<file path="src/rtl/pwr_seq_pkg.sv">
package pwr_seq_pkg;
   typedef enum logic [2:0] {
      ST_RUN   = 3'd0,
      ST_SLEEP = 3'd1,
      ST_DEEP  = 3'd2,
      ST_OSCW  = 3'd3,
      ST_PDOWN = 3'd4,
      ST_PWRW  = 3'd5,
      ST_RSTH  = 3'd6
   } pwr_state_e;

   typedef enum logic [1:0] {
      DS_NONE   = 2'd0,
      DS_LOWCUR = 2'd1,
      DS_BYPASS = 2'd2
   } ds_var_e;
endpackage

</file>
<file path="src/rtl/pwr_wake_detect.sv">
module pwr_wake_detect #(
   parameter int NUM_WAKE = 4
) (
   input  logic [NUM_WAKE-1:0] wake_evt,
   input  logic [NUM_WAKE-1:0] wake_en,
   output logic                pend
);
   logic [NUM_WAKE-1:0] masked;
   for (genvar i = 0; i < NUM_WAKE; i++) begin : g_mask
      assign masked[i] = wake_evt[i] & wake_en[i];
   end
   assign pend = |masked;
endmodule

</file>
<file path="src/rtl/pwr_rst_timer.sv">
module pwr_rst_timer #(
   parameter int RST_CYC = 8
) (
   input  logic clk,
   input  logic rst_n,
   input  logic run,
   output logic done
);
   localparam int CW = (RST_CYC > 2) ? $clog2(RST_CYC) : 1;
   localparam logic [CW-1:0] LAST = CW'(RST_CYC - 1);

   logic [CW-1:0] cnt_q;

   assign done = (cnt_q == LAST);

   always_ff @(posedge clk or negedge rst_n) begin
      if (!rst_n)       cnt_q <= '0;
      else if (!run)    cnt_q <= '0;
      else if (!done)   cnt_q <= cnt_q + 1'b1;
   end
endmodule

</file>
<file path="src/rtl/pwr_out_decode.sv">
module pwr_out_decode
   import pwr_seq_pkg::*;
#(
   parameter int NUM_GRP = 3
) (
   input  pwr_state_e         st,
   input  ds_var_e            dsv,
   input  logic [NUM_GRP-1:0] gate_lat,
   output logic               cpu_clk_en,
   output logic [NUM_GRP-1:0] grp_clk_en,
   output logic               osc_on,
   output logic               reg_lowcur,
   output logic               bypass_on,
   output logic               core_pwr_en,
   output logic               core_rst_n
);
   logic run_s, sleep_s;

   assign run_s   = (st == ST_RUN);
   assign sleep_s = (st == ST_SLEEP);

   assign cpu_clk_en  = run_s;
   assign osc_on      = run_s | sleep_s | (st == ST_OSCW) | (st == ST_RSTH);
   assign reg_lowcur  = (st == ST_DEEP) && (dsv == DS_LOWCUR);
   assign bypass_on   = (st == ST_DEEP) && (dsv == DS_BYPASS);
   assign core_pwr_en = (st != ST_PDOWN);
   assign core_rst_n  = !((st == ST_PDOWN) || (st == ST_PWRW) || (st == ST_RSTH));

   for (genvar g = 0; g < NUM_GRP; g++) begin : g_grp
      assign grp_clk_en[g] = run_s | (sleep_s & ~gate_lat[g]);
   end
endmodule

</file>
<file path="src/rtl/pwr_seq_ctrl.sv">
module pwr_seq_ctrl
   import pwr_seq_pkg::*;
#(
   parameter int NUM_GRP  = 3,
   parameter int NUM_WAKE = 4,
   parameter int RST_CYC  = 8
) (
   input  logic                clk,
   input  logic                rst_n,
   input  logic                cfg_reg_off,
   input  logic                cfg_bypass_on,
   input  logic                cfg_reg_lowcur,
   input  logic [NUM_GRP-1:0]  cfg_gate_req,
   input  logic                wait_req,
   input  logic [NUM_WAKE-1:0] wake_evt,
   input  logic [NUM_WAKE-1:0] wake_en,
   input  logic                osc_stable,
   input  logic                core_pwr_good,
   input  logic                iso_release,
   input  logic                pd_flag_clr,
   output logic                cpu_clk_en,
   output logic [NUM_GRP-1:0]  grp_clk_en,
   output logic                hsi_en,
   output logic                hse_en,
   output logic                pll_en,
   output logic                reg_lowcur,
   output logic                bypass_on,
   output logic                core_pwr_en,
   output logic                core_rst_n,
   output logic                iso_en,
   output logic                pd_flag
);
   if (NUM_GRP < 1 || NUM_WAKE < 1) begin : g_bad_width
      $error("pwr_seq_ctrl: NUM_GRP and NUM_WAKE must be at least 1");
   end
   if (RST_CYC < 2) begin : g_bad_rst
      $error("pwr_seq_ctrl: RST_CYC must be at least 2");
   end

   pwr_state_e         st_q, st_d, tgt;
   ds_var_e            dsv_q, dsv_d;
   logic [NUM_GRP-1:0] gate_q;
   logic               pend, rst_done, osc_on;
   logic               iso_q, from_pd_q, pdf_q;
   logic               leave_run, leave_rsth;

   pwr_wake_detect #(.NUM_WAKE(NUM_WAKE)) u_wake (
      .wake_evt (wake_evt),
      .wake_en  (wake_en),
      .pend     (pend)
   );

   pwr_rst_timer #(.RST_CYC(RST_CYC)) u_timer (
      .clk   (clk),
      .rst_n (rst_n),
      .run   (st_q == ST_RSTH),
      .done  (rst_done)
   );

   always_comb begin
      if (cfg_reg_off)                        tgt = ST_PDOWN;
      else if (cfg_bypass_on || cfg_reg_lowcur) tgt = ST_DEEP;
      else                                    tgt = ST_SLEEP;
      if (cfg_bypass_on)       dsv_d = DS_BYPASS;
      else if (cfg_reg_lowcur) dsv_d = DS_LOWCUR;
      else                     dsv_d = DS_NONE;
   end

   always_comb begin
      st_d = st_q;
      case (st_q)
         ST_RUN:   if (wait_req && !pend)        st_d = tgt;
         ST_SLEEP: if (pend)                     st_d = ST_RUN;
         ST_DEEP:  if (pend)                     st_d = ST_OSCW;
         ST_OSCW:  if (osc_stable)               st_d = ST_RUN;
         ST_PDOWN: if (pend)                     st_d = ST_PWRW;
         ST_PWRW:  if (core_pwr_good)            st_d = ST_RSTH;
         ST_RSTH:  if (rst_done && osc_stable)   st_d = ST_RUN;
         default:                                st_d = ST_RSTH;
      endcase
   end

   assign leave_run  = (st_q == ST_RUN)  && (st_d != ST_RUN);
   assign leave_rsth = (st_q == ST_RSTH) && (st_d == ST_RUN);

   always_ff @(posedge clk or negedge rst_n) begin
      if (!rst_n) begin
         st_q      <= ST_RSTH;
         dsv_q     <= DS_NONE;
         gate_q    <= '0;
         iso_q     <= 1'b1;
         from_pd_q <= 1'b0;
         pdf_q     <= 1'b0;
      end else begin
         st_q <= st_d;
         if (leave_run) begin
            dsv_q  <= dsv_d;
            gate_q <= cfg_gate_req;
         end
         if (st_d == ST_PDOWN)                    iso_q <= 1'b1;
         else if (st_q == ST_RUN && iso_release)  iso_q <= 1'b0;
         if (st_d == ST_PDOWN)                    from_pd_q <= 1'b1;
         else if (leave_rsth)                     from_pd_q <= 1'b0;
         if (leave_rsth && from_pd_q)             pdf_q <= 1'b1;
         else if (pd_flag_clr)                    pdf_q <= 1'b0;
      end
   end

   pwr_out_decode #(.NUM_GRP(NUM_GRP)) u_dec (
      .st          (st_q),
      .dsv         (dsv_q),
      .gate_lat    (gate_q),
      .cpu_clk_en  (cpu_clk_en),
      .grp_clk_en  (grp_clk_en),
      .osc_on      (osc_on),
      .reg_lowcur  (reg_lowcur),
      .bypass_on   (bypass_on),
      .core_pwr_en (core_pwr_en),
      .core_rst_n  (core_rst_n)
   );

   assign hsi_en  = osc_on;
   assign hse_en  = osc_on;
   assign pll_en  = osc_on;
   assign iso_en  = iso_q;
   assign pd_flag = pdf_q;
endmodule

</file>
<file path="config.mk">
export PLATFORM = sky130hd
export DESIGN_NAME = pwr_seq_ctrl
export DESIGN_NICKNAME = d
export VERILOG_FILES = /design/src/rtl/pwr_seq_pkg.sv /design/src/rtl/pwr_wake_detect.sv /design/src/rtl/pwr_rst_timer.sv /design/src/rtl/pwr_out_decode.sv /design/src/rtl/pwr_seq_ctrl.sv
export SDC_FILE = /design/constraint.sdc
export NUM_CORES = 1
export LEC_CHECK = 0
export BUFFER_PORTS_ARGS = -buffer_cell sky130_fd_sc_hd__buf_2
export CAP_MARGIN = 20
export CORE_MARGIN = 10
export CORE_UTILIZATION = 40
export CTS_CLUSTER_SIZE = 28
export DETAILED_ROUTE_END_ITERATION = 8
export PLACE_DENSITY = 0.78
export SETUP_SLACK_MARGIN = 0.5
export SYNTH_ARGS = -nofsm -noshare
export SYNTH_HDL_FRONTEND = slang
export SYNTH_SLANG_ARGS = --single-unit
</file>
<file path="constraint.sdc">
create_clock -name clk -period 2.3 [get_ports clk]
set_clock_uncertainty 0.15 [all_clocks]
set_input_delay 0.115 -clock clk [delete_from_list [all_inputs] [get_ports clk]]
set_output_delay 0.115 -clock clk [all_outputs]
set_load 0.03 [all_outputs]
</file>
==> Implementation_results.wiki, run 1 <==
{| class="wikitable"
! Metric !! Value
|-
| Post-Synthesis Mean Instance Area || 9.935 µm²
|-
| Clock root buffer || clkbuf_4
|-
| Finish-stage setup viols || 0
|-
| Via count || 827
|-
| Worst EP required || 2.33 ns
|-
| Fraction of synthesized cell area taken by the top area cell type || 32.98%
|-
| Final-report max-slew violation count || 0
|-
| Cell types with the largest area share after synthesis || dfrtp_1 (33%), dfstp_2 (9.4%), mux2_2 (5.4%)
|-
| Pre-CTS worst setup slack || 0.4755 ns
|-
| Placer congestion estimate || 0.8081
|-
| Number of placement rows || 16
|-
| Kind of launch point of the worst setup path || flip-flop
|-
| DRT Pass-1 Iters || 5
|-
| Final routed DRC violation total || 0
|-
| Num ports || 34
|-
| Post-synthesis register bit count || 14
|-
| Stages on the worst setup path || 5
|-
| Area grow syn2layout || 46.63%
|-
| Maximum clock path buffer count || 2
|-
| Net count of the mapped netlist || 107
|-
| Share of post-route cells with drive strength above 1 || 47.33%
|-
| Post-synthesis instance area || 834.6 µm²
|-
| Power spent charging and discharging nets || 0.4281 mW
|-
| Starting DRT DRC Count || 20
|-
| Main flop type after synthesis || dfrtp_1
|-
| Flop pwr share || 33.4%
|-
| Power per cell area || 845.8 mW/mm²
|-
| Slowest Stage Delay on Critical Path || 0.56 ns
|-
| GRT Overall Usage || 11.89%
|-
| Setup TNS || 0 ns
|-
| First-pass GRT wire length || 4091 µm
|-
| Outcome || complete, no violations
|-
| Total CTS buffers || 3
|-
| Crit path buf inv count || 1
|-
| Crit-path max FO || 7
|-
| Post-synthesis async set-or-reset flop share || 100.0%
|-
| Portion of total power attributed to combinational logic || 49.1%
|-
| Top delay family on crit path || flip-flops
|-
| Min Hold Slack || 0.01105 ns
|-
| Core region area || 0.001982 mm²
|-
| Initial core utilization || 42.11%
|-
| Clock net sink count || 14
|-
| Count of antenna-violating nets left after detailed routing || 0
|-
| Number of nets in the final layout || 155
|-
| LEAKAGE || 0.6261 nW
|-
| Number of max-capacitance violations reported || 0
|-
| Total overflow reported by the global router || 0
|-
| Floorplan die height || 65.68 µm
|-
| Pin count of the biggest net entering global routing || 15
|-
| TritonCTS clock tree || built
|-
| Unrepaired setup endpoints after global routing || yes
|-
| X dimension of the die || 65.68 µm
|-
| Cell-internal power || 0.6069 mW
|-
| R2R depth || 5
|-
| Synthesized netlist cell count || 84
|-
| Average wire length per cell after detail routing || 15.46 µm
|-
| Transition time at the pin with the least slew margin || 0.4372 ns
|-
| Class of the most critical setup path || reg -> reg
|-
| Cell count of the worst hold path || 3
|-
| Fraction of the cycle the final worst path needs || 78.55%
|-
| Hold violation total from the final report || 0
|-
| Total half-perimeter wirelength after legalization and detailed placement || 1727 µm
|-
| Count of distinct cell types in the synthesized netlist || 37
|-
| Wirelength, routed || 2442 µm
|-
| Initial antenna violation count || 0
|-
| Achievable clock frequency || 553.5 MHz
|-
| Largest area contributor in the synthesized netlist || dfrtp_1
|-
| CTS H-Tree Depth || 1
|-
| Clock period minus final worst setup slack || 1.807 ns
|-
| Arrival @ worst endpoint || 1.84 ns
|-
| Leading post-synthesis cells by instance count || dfrtp_1 (11), nand2_1 (8), a21oi_1 (6), nor2_1 (6), mux2_2 (4)
|-
| Overall power consumption || 1.035 mW
|-
| Worst slew slack as a fraction of its limit || 70.85%
|-
| Share of the yosys chip area belonging to registers || 42.43%
|-
| Category of the worst setup path capture point || flip-flop
|-
| Overall die area || 0.004313 mm²
|-
| Antenna Cells || 0
|-
| Number of vias per cell || 5.234
|-
| Latest clock arrival within the worst-skew pair || 0.28 ns
|-
| Clock power share || 17.5%
|-
| Master of the slowest instance on the critical path || dfstp_2
|-
| EDFF count, synth || 0
|-
| Critical Path, Cell by Cell || buf_6 -> nor3b_2 -> or3b_1 -> a211o_1 -> a21o_1
|-
| PnR worst setup slack || 0.4934 ns
|-
| Input/output buffers || 33
|-
| Path category of the worst min-delay check || in -> reg
|-
| Number of warnings reported in the yosys synthesis log || 0
|-
| Maximum resistive drop on vdd || 0.5157 mV
|-
| Switching power share of the total || 41.36%
|-
| Via count of the first global-routing pass || 917
|-
| Count leader, synth || dfrtp_1
|-
| # fillers || 168
|-
| Clock Pin Slew Worst Setup and Hold Paths || 0.09 ns
|}
==> worst paths after layout <==
path / from / end / slack, ns
hold reg to reg: iso_en / iso_en / 0.32
min in group asynchronous: rst_n / gate_q[2] / 0.10
setup reg to reg: st_q[1] / st_q[0] / 0.49
setup / recovery: st_q[1] / st_q[0] / 0.49
hold / removal: wait_req / st_q[1] / 0.01
max in group asynchronous: rst_n / iso_en / 1.60
==> state kept, by name, summed over array words and instances, names as in the netlist <==
signal / count
gate_q: 3
u_timer.cnt_q: 3
iso_en: 1
dsv_q: 2
st_q: 3
from_pd_q: 1
pd_flag: 1
==> cells by family after synthesis <==
kind of cell / Yosys count / synth area share, %
adders and majority gates: 2 / 2.998
buffers and inverters: 9 / 6.146
xor gates and xnor gates: 3 / 3.149
AOI/OAI and AO/OA: 20 / 15.29
DFF: 14 / 42.43
and+or+nand+nor: 30 / 22.19
muxes: 6 / 7.796
==> power groups by stage <==
stage          clock (mW)  combinational [mW]  sequential [mW]
2_1_floorplan           0               0.367            0.316
3_3_place_gp            0               0.371            0.361
3_5_place_dp            0               0.377            0.368
4_1_cts             0.181               0.494            0.344
5_1_grt             0.199               0.547            0.354
6_report            0.181               0.508            0.346
==> worst min-delay path, stage by stage <==
cell,delay [ns]
buf_2,0.12
nand4_4,0.11
o32ai_1,0.10
==> final cells by class <==
cell class	count	area, µm²	area share [%]
Timing Repair Buffer	49	324.1	26.48
Clock buffer	4	36.28	2.965
Tap cell	27	33.78	2.761
Multi-Input combinational cell	61	462.9	37.83
Inverter	3	11.26	0.9202
Sequential cell	14	355.3	29.04
==> what timing repair did <==
item	CTS	global route
endpoints found under the hold margin	22	0
buffers inserted	7	0
gates resized for setup	8	9
hold buffers	9	0
endpoints found under the setup margin	7	15
gates cloned	0	0
pin swaps	3	3
==> metal layers <==
layer,part of all wire (%),global-route usage [%]
met1,38,12.34
met3,8.2,4.915
met5,0,0
met4,1.8,5.080
met2,52,20.53
==> stage by stage <==
stage / utilization (%) / std cells / instance area [µm²]
6_report: 61.74 / 158 / 1224
5_1_grt: 61.74 / 158 / 1224
3_3_place_gp: 50.13 / 138 / 993.5
2_1_floorplan: - / 84 / 834.6
3_5_place_dp: 50.13 / 138 / 993.5
4_1_cts: 60.54 / 158 / 1200
==> cell usage in the layout, fill, tap and decap left out, types with 2 or more instances in the layout <==
| cell | n |
|---|---|
| mux2_2 | 4 |
| dfstp_2 | 3 |
| buf_2 | 28 |
| inv_1 | 3 |
| mux2i_1 | 2 |
| a21oi_1 | 6 |
| nand2_1 | 7 |
| a22oi_1 | 2 |
| o21ai_1 | 2 |
| ha_1 | 2 |
| nor2_1 | 6 |
| dlygate4sd3_1 | 9 |
| dfrtp_1 | 10 |
| o32ai_1 | 2 |
| buf_4 | 11 |
| xnor2_1 | 2 |
| o21ai_0 | 2 |
| or2_2 | 2 |
| clkbuf_4 | 3 |
| and4_1 | 2 |
| nor3b_2 | 3 |
Note: power is estimated with default switching activity, not from simulation.
==> run 2, diff against run 1 <==
--- a/config.mk
+++ b/config.mk
@@ -11,7 +11,7 @@
 export CORE_UTILIZATION = 40
 export CTS_CLUSTER_SIZE = 28
 export DETAILED_ROUTE_END_ITERATION = 8
-export PLACE_DENSITY = 0.78
+export PLACE_DENSITY = 0.81
 export SETUP_SLACK_MARGIN = 0.5
 export SYNTH_ARGS = -nofsm -noshare
 export SYNTH_HDL_FRONTEND = slang
==> constraint.sdc (replaced) <==
create_clock -name clk -period 1.65 [get_ports clk]
set_clock_uncertainty 0.15 [all_clocks]
set_input_delay 0.0825 -clock clk [delete_from_list [all_inputs] [get_ports clk]]
set_output_delay 0.0825 -clock clk [all_outputs]
set_load 0.03 [all_outputs]
==> run 2 against run 1 <==
Effect of this change: the run now ends with negative setup slack left; sequential share of layout area down 5.9 points; cell area up 25%; utilization up 16 points; highest routed layer unchanged; global-route usage up 1.5 points; largest power group unchanged; clock-buffer cell count unchanged.
==> Implementation_results.wiki, run 2 (synthesized netlist as in run 1, its figures left out) <==
{| class="wikitable"
! Metric !! Value
|-
| Outcome || finished, violations left
|-
| Violated checks || negative setup slack
|-
| Number of placement rows || 16 (unchanged)
|-
| Via count || 883 (+6.8%)
|-
| Core region area || 0.001982 mm² (unchanged)
|-
| Number of nets in the final layout || 168 (+8.4%)
|-
| Floorplan die height || 65.68 µm (unchanged)
|-
| Starting DRT DRC Count || 32 (+60%)
|-
| Cell-internal power || 1.035 mW (+71%)
|-
| DRT Pass-1 Iters || 6 (+1)
|-
| Setup slack, reg-to-reg || -0.13 ns (-0.62 ns)
|-
| Multi-input gate area in the final layout || 598.1 µm² (+29%)
|-
| Via count of the first global-routing pass || 1005 (+9.6%)
|-
| Largest registers || gate_q (3), st_q (3), u_timer.cnt_q (3)
|-
| Input/output buffers || 33 (unchanged)
|-
| Reg-to-Reg End || st_q[0]
|-
| Clock net sink count || 14 (unchanged)
|-
| Total overflow reported by the global router || 0 (unchanged)
|-
| Post-route standard cell area excluding fillers || 0.001533 mm² (+25%)
|-
| LEAKAGE || 0.7232 nW (+16%)
|-
| Maximum resistive drop on vdd || 1.046 mV (+100%)
|-
| Switching power share of the total || 40.83% (-0.54 points)
|-
| Clock power share || 11.2% (-6.3 points)
|-
| Category of the worst setup path capture point || flip-flop
|-
| Worst slew slack as a fraction of its limit || 66.80% (-4.1 points)
|-
| Clock period minus final worst setup slack || 1.776 ns (-0.03092 ns)
|-
| Number of max-capacitance violations reported || 0 (unchanged)
|-
| Clock root buffer || clkbuf_4
|-
| Average wire length per cell after detail routing || 16.41 µm (+6.2%)
|-
| Final-report max-slew violation count || 0 (unchanged)
|-
| Area grow syn2layout || 83.66%
|-
| Hold wc startpoint || osc_stable
|-
| Clock Pin Slew Worst Setup and Hold Paths || 0.08 ns (about the same)
|-
| Fraction of the cycle the final worst path needs || 107.6% (+29 points)
|-
| Placer congestion estimate || 0.8444 (+4.5%)
|-
| Overall die area || 0.004313 mm² (unchanged)
|-
| Crit Reg-Reg Startpoint || st_q[1]
|-
| X dimension of the die || 65.68 µm (unchanged)
|-
| Maximum clock path buffer count || 2 (unchanged)
|-
| Kind of launch point of the worst setup path || flip-flop
|-
| Pin count of the biggest net entering global routing || 15 (unchanged)
|-
| Power per cell area || 1141 mW/mm² (+35%)
|-
| Hold violation total from the final report || 0 (unchanged)
|-
| Initial core utilization || 42.11% (unchanged)
|-
| Transition time at the pin with the least slew margin || 0.4981 ns (+0.06089 ns)
|-
| Total CTS buffers || 3 (unchanged)
|-
| Commonest non-fill, non-tap cell in the layout || buf_2
|-
| Share of post-route cells with drive strength above 1 || 61.11% (+14 points)
|-
| Latest clock arrival within the worst-skew pair || 0.27 ns (about the same)
|-
| Area used by sequential logic in the layout || 355.3 µm² (unchanged)
|-
| Destination of the worst hold path || pd_flag
|-
| PnR worst setup slack || -0.1257 ns (-0.6191 ns)
|-
| Total half-perimeter wirelength after legalization and detailed placement || 1866 µm (+8.0%)
|-
| Cell count of the worst hold path || 3 (unchanged)
|-
| Path category of the worst min-delay check || in -> reg
|-
| Portion of total power attributed to combinational logic || 61.2% (+12 points)
|-
| Num ports || 34 (unchanged)
|-
| Worst EP required || 1.67 ns (-0.66 ns)
|-
| Min Hold Slack || 0.03145 ns (+0.02040 ns)
|-
| Wirelength, routed || 2806 µm (+15%)
|-
| First-pass GRT wire length || 4643 µm (+13%)
|-
| # fillers || 117 (-30%)
|-
| GRT Overall Usage || 13.36% (+1.5 points)
|-
| Power spent charging and discharging nets || 0.7141 mW (+67%)
|-
| Achievable clock frequency || 563.2 MHz (+1.7%)
|-
| Class of the most critical setup path || reg -> reg
|-
| Unrepaired setup endpoints after global routing || yes
|-
| Antenna Cells || 0 (unchanged)
|-
| R2R depth || 4 (-1)
|-
| Count of antenna-violating nets left after detailed routing || 0 (unchanged)
|-
| TritonCTS clock tree || built
|-
| Cell area after placement || 0.001142 mm² (+15%)
|-
| Final routed DRC violation total || 0 (unchanged)
|-
| Highest-count cells in the layout ignoring fill and taps || buf_2 (21), buf_6 (18), buf_4 (13), dfrtp_1 (10), dlygate4sd3_1 (10)
|-
| Crit-path max FO || 5 (-2)
|-
| Arrival @ worst endpoint || 1.79 ns (-0.05 ns)
|-
| Number of vias per cell || 5.164 (-1.3%)
|-
| CTS H-Tree Depth || 1 (unchanged)
|-
| Flop pwr share || 27.5% (-5.9 points)
|-
| Finish-stage setup viols || 12 (+12)
|-
| Initial antenna violation count || 0 (unchanged)
|}
run 2: cell types whose count changed in the layout (fill, tap and decap cells not counted), moves of 3 or more:
cell / delta
buf_2: -7
a21oi_4: +3
buf_6: +17
a21oi_1: -3
run 2: worst max-delay path by stage:
stage / from / to / cells after the start
2_1_floorplan: st_q[1] / st_q[0] / 5
3_3_place_gp: st_q[1] / st_q[0] / 4
3_5_place_dp: st_q[1] / st_q[0] / 4
4_1_cts: st_q[2] / core_pwr_en / 4
5_1_grt: st_q[1] / pll_en / 4
6_report: st_q[1] / st_q[0] / 4
run 2: final cells by class:
type / instances / share of cell area (%)
multi-input cells: 61 / 39.02
well taps: 27 / 2.204
flip-flops and latches: 14 / 23.18
inverters: 3 / 0.8980
repair buffers: 62 / 32.98
clock buffers: 4 / 1.714
run 2: power groups by stage:
stage | Sequential [mW] | Clock, mW | Combinational, mW
3_5_place_dp | 0.474 | 0 | 0.723
3_3_place_gp | 0.466 | 0 | 0.703
5_1_grt | 0.487 | 0.225 | 1.14
6_report | 0.481 | 0.197 | 1.07
4_1_cts | 0.473 | 0.203 | 0.988
2_1_floorplan | 0.442 | 0 | 0.605
run 2: per-stage QoR:
step	utilization [%]	setup WS, ns	instances	total power [mW]	TNS [ns]
finish	77.34	-0.1257	171	1.749	-1.098
global route	77.34	-0.1587	171	1.851	-1.702
CTS	75.32	-0.08299	170	1.664	-0.7379
detailed placement	57.64	-0.07051	146	1.197	-0.1382
global placement	57.64	-0.03558	146	1.168	-0.03558
floorplan	-	-0.08666	84	1.047	-0.4088
run 2: routing by layer:
metal,share of wire (%),vias to the layer above,track usage [%]
li1,-,418,-
met1,35,427,13.37
met2,57,32,26.57
met3,6.6,6,3.051
met4,0.96,0,3.209
met5,0,-,0
run 2: repair_timing:
item                                    in CTS  in global routing
gates cloned                                 0                  0
hold endpoints to repair                    23                  0
hold buffers                                10                  0
pin swaps                                   10                  5
buffers inserted                            10                  1
gates resized for setup                     44                  6
endpoints found under the setup margin      26                 26
run 2: critical path, stage by stage (launching register included):
cell and delay [ns]:
dfstp_2 0.60, nor3b_2 0.07, or3b_1 0.38, a211o_1 0.31
a21o_1 0.16
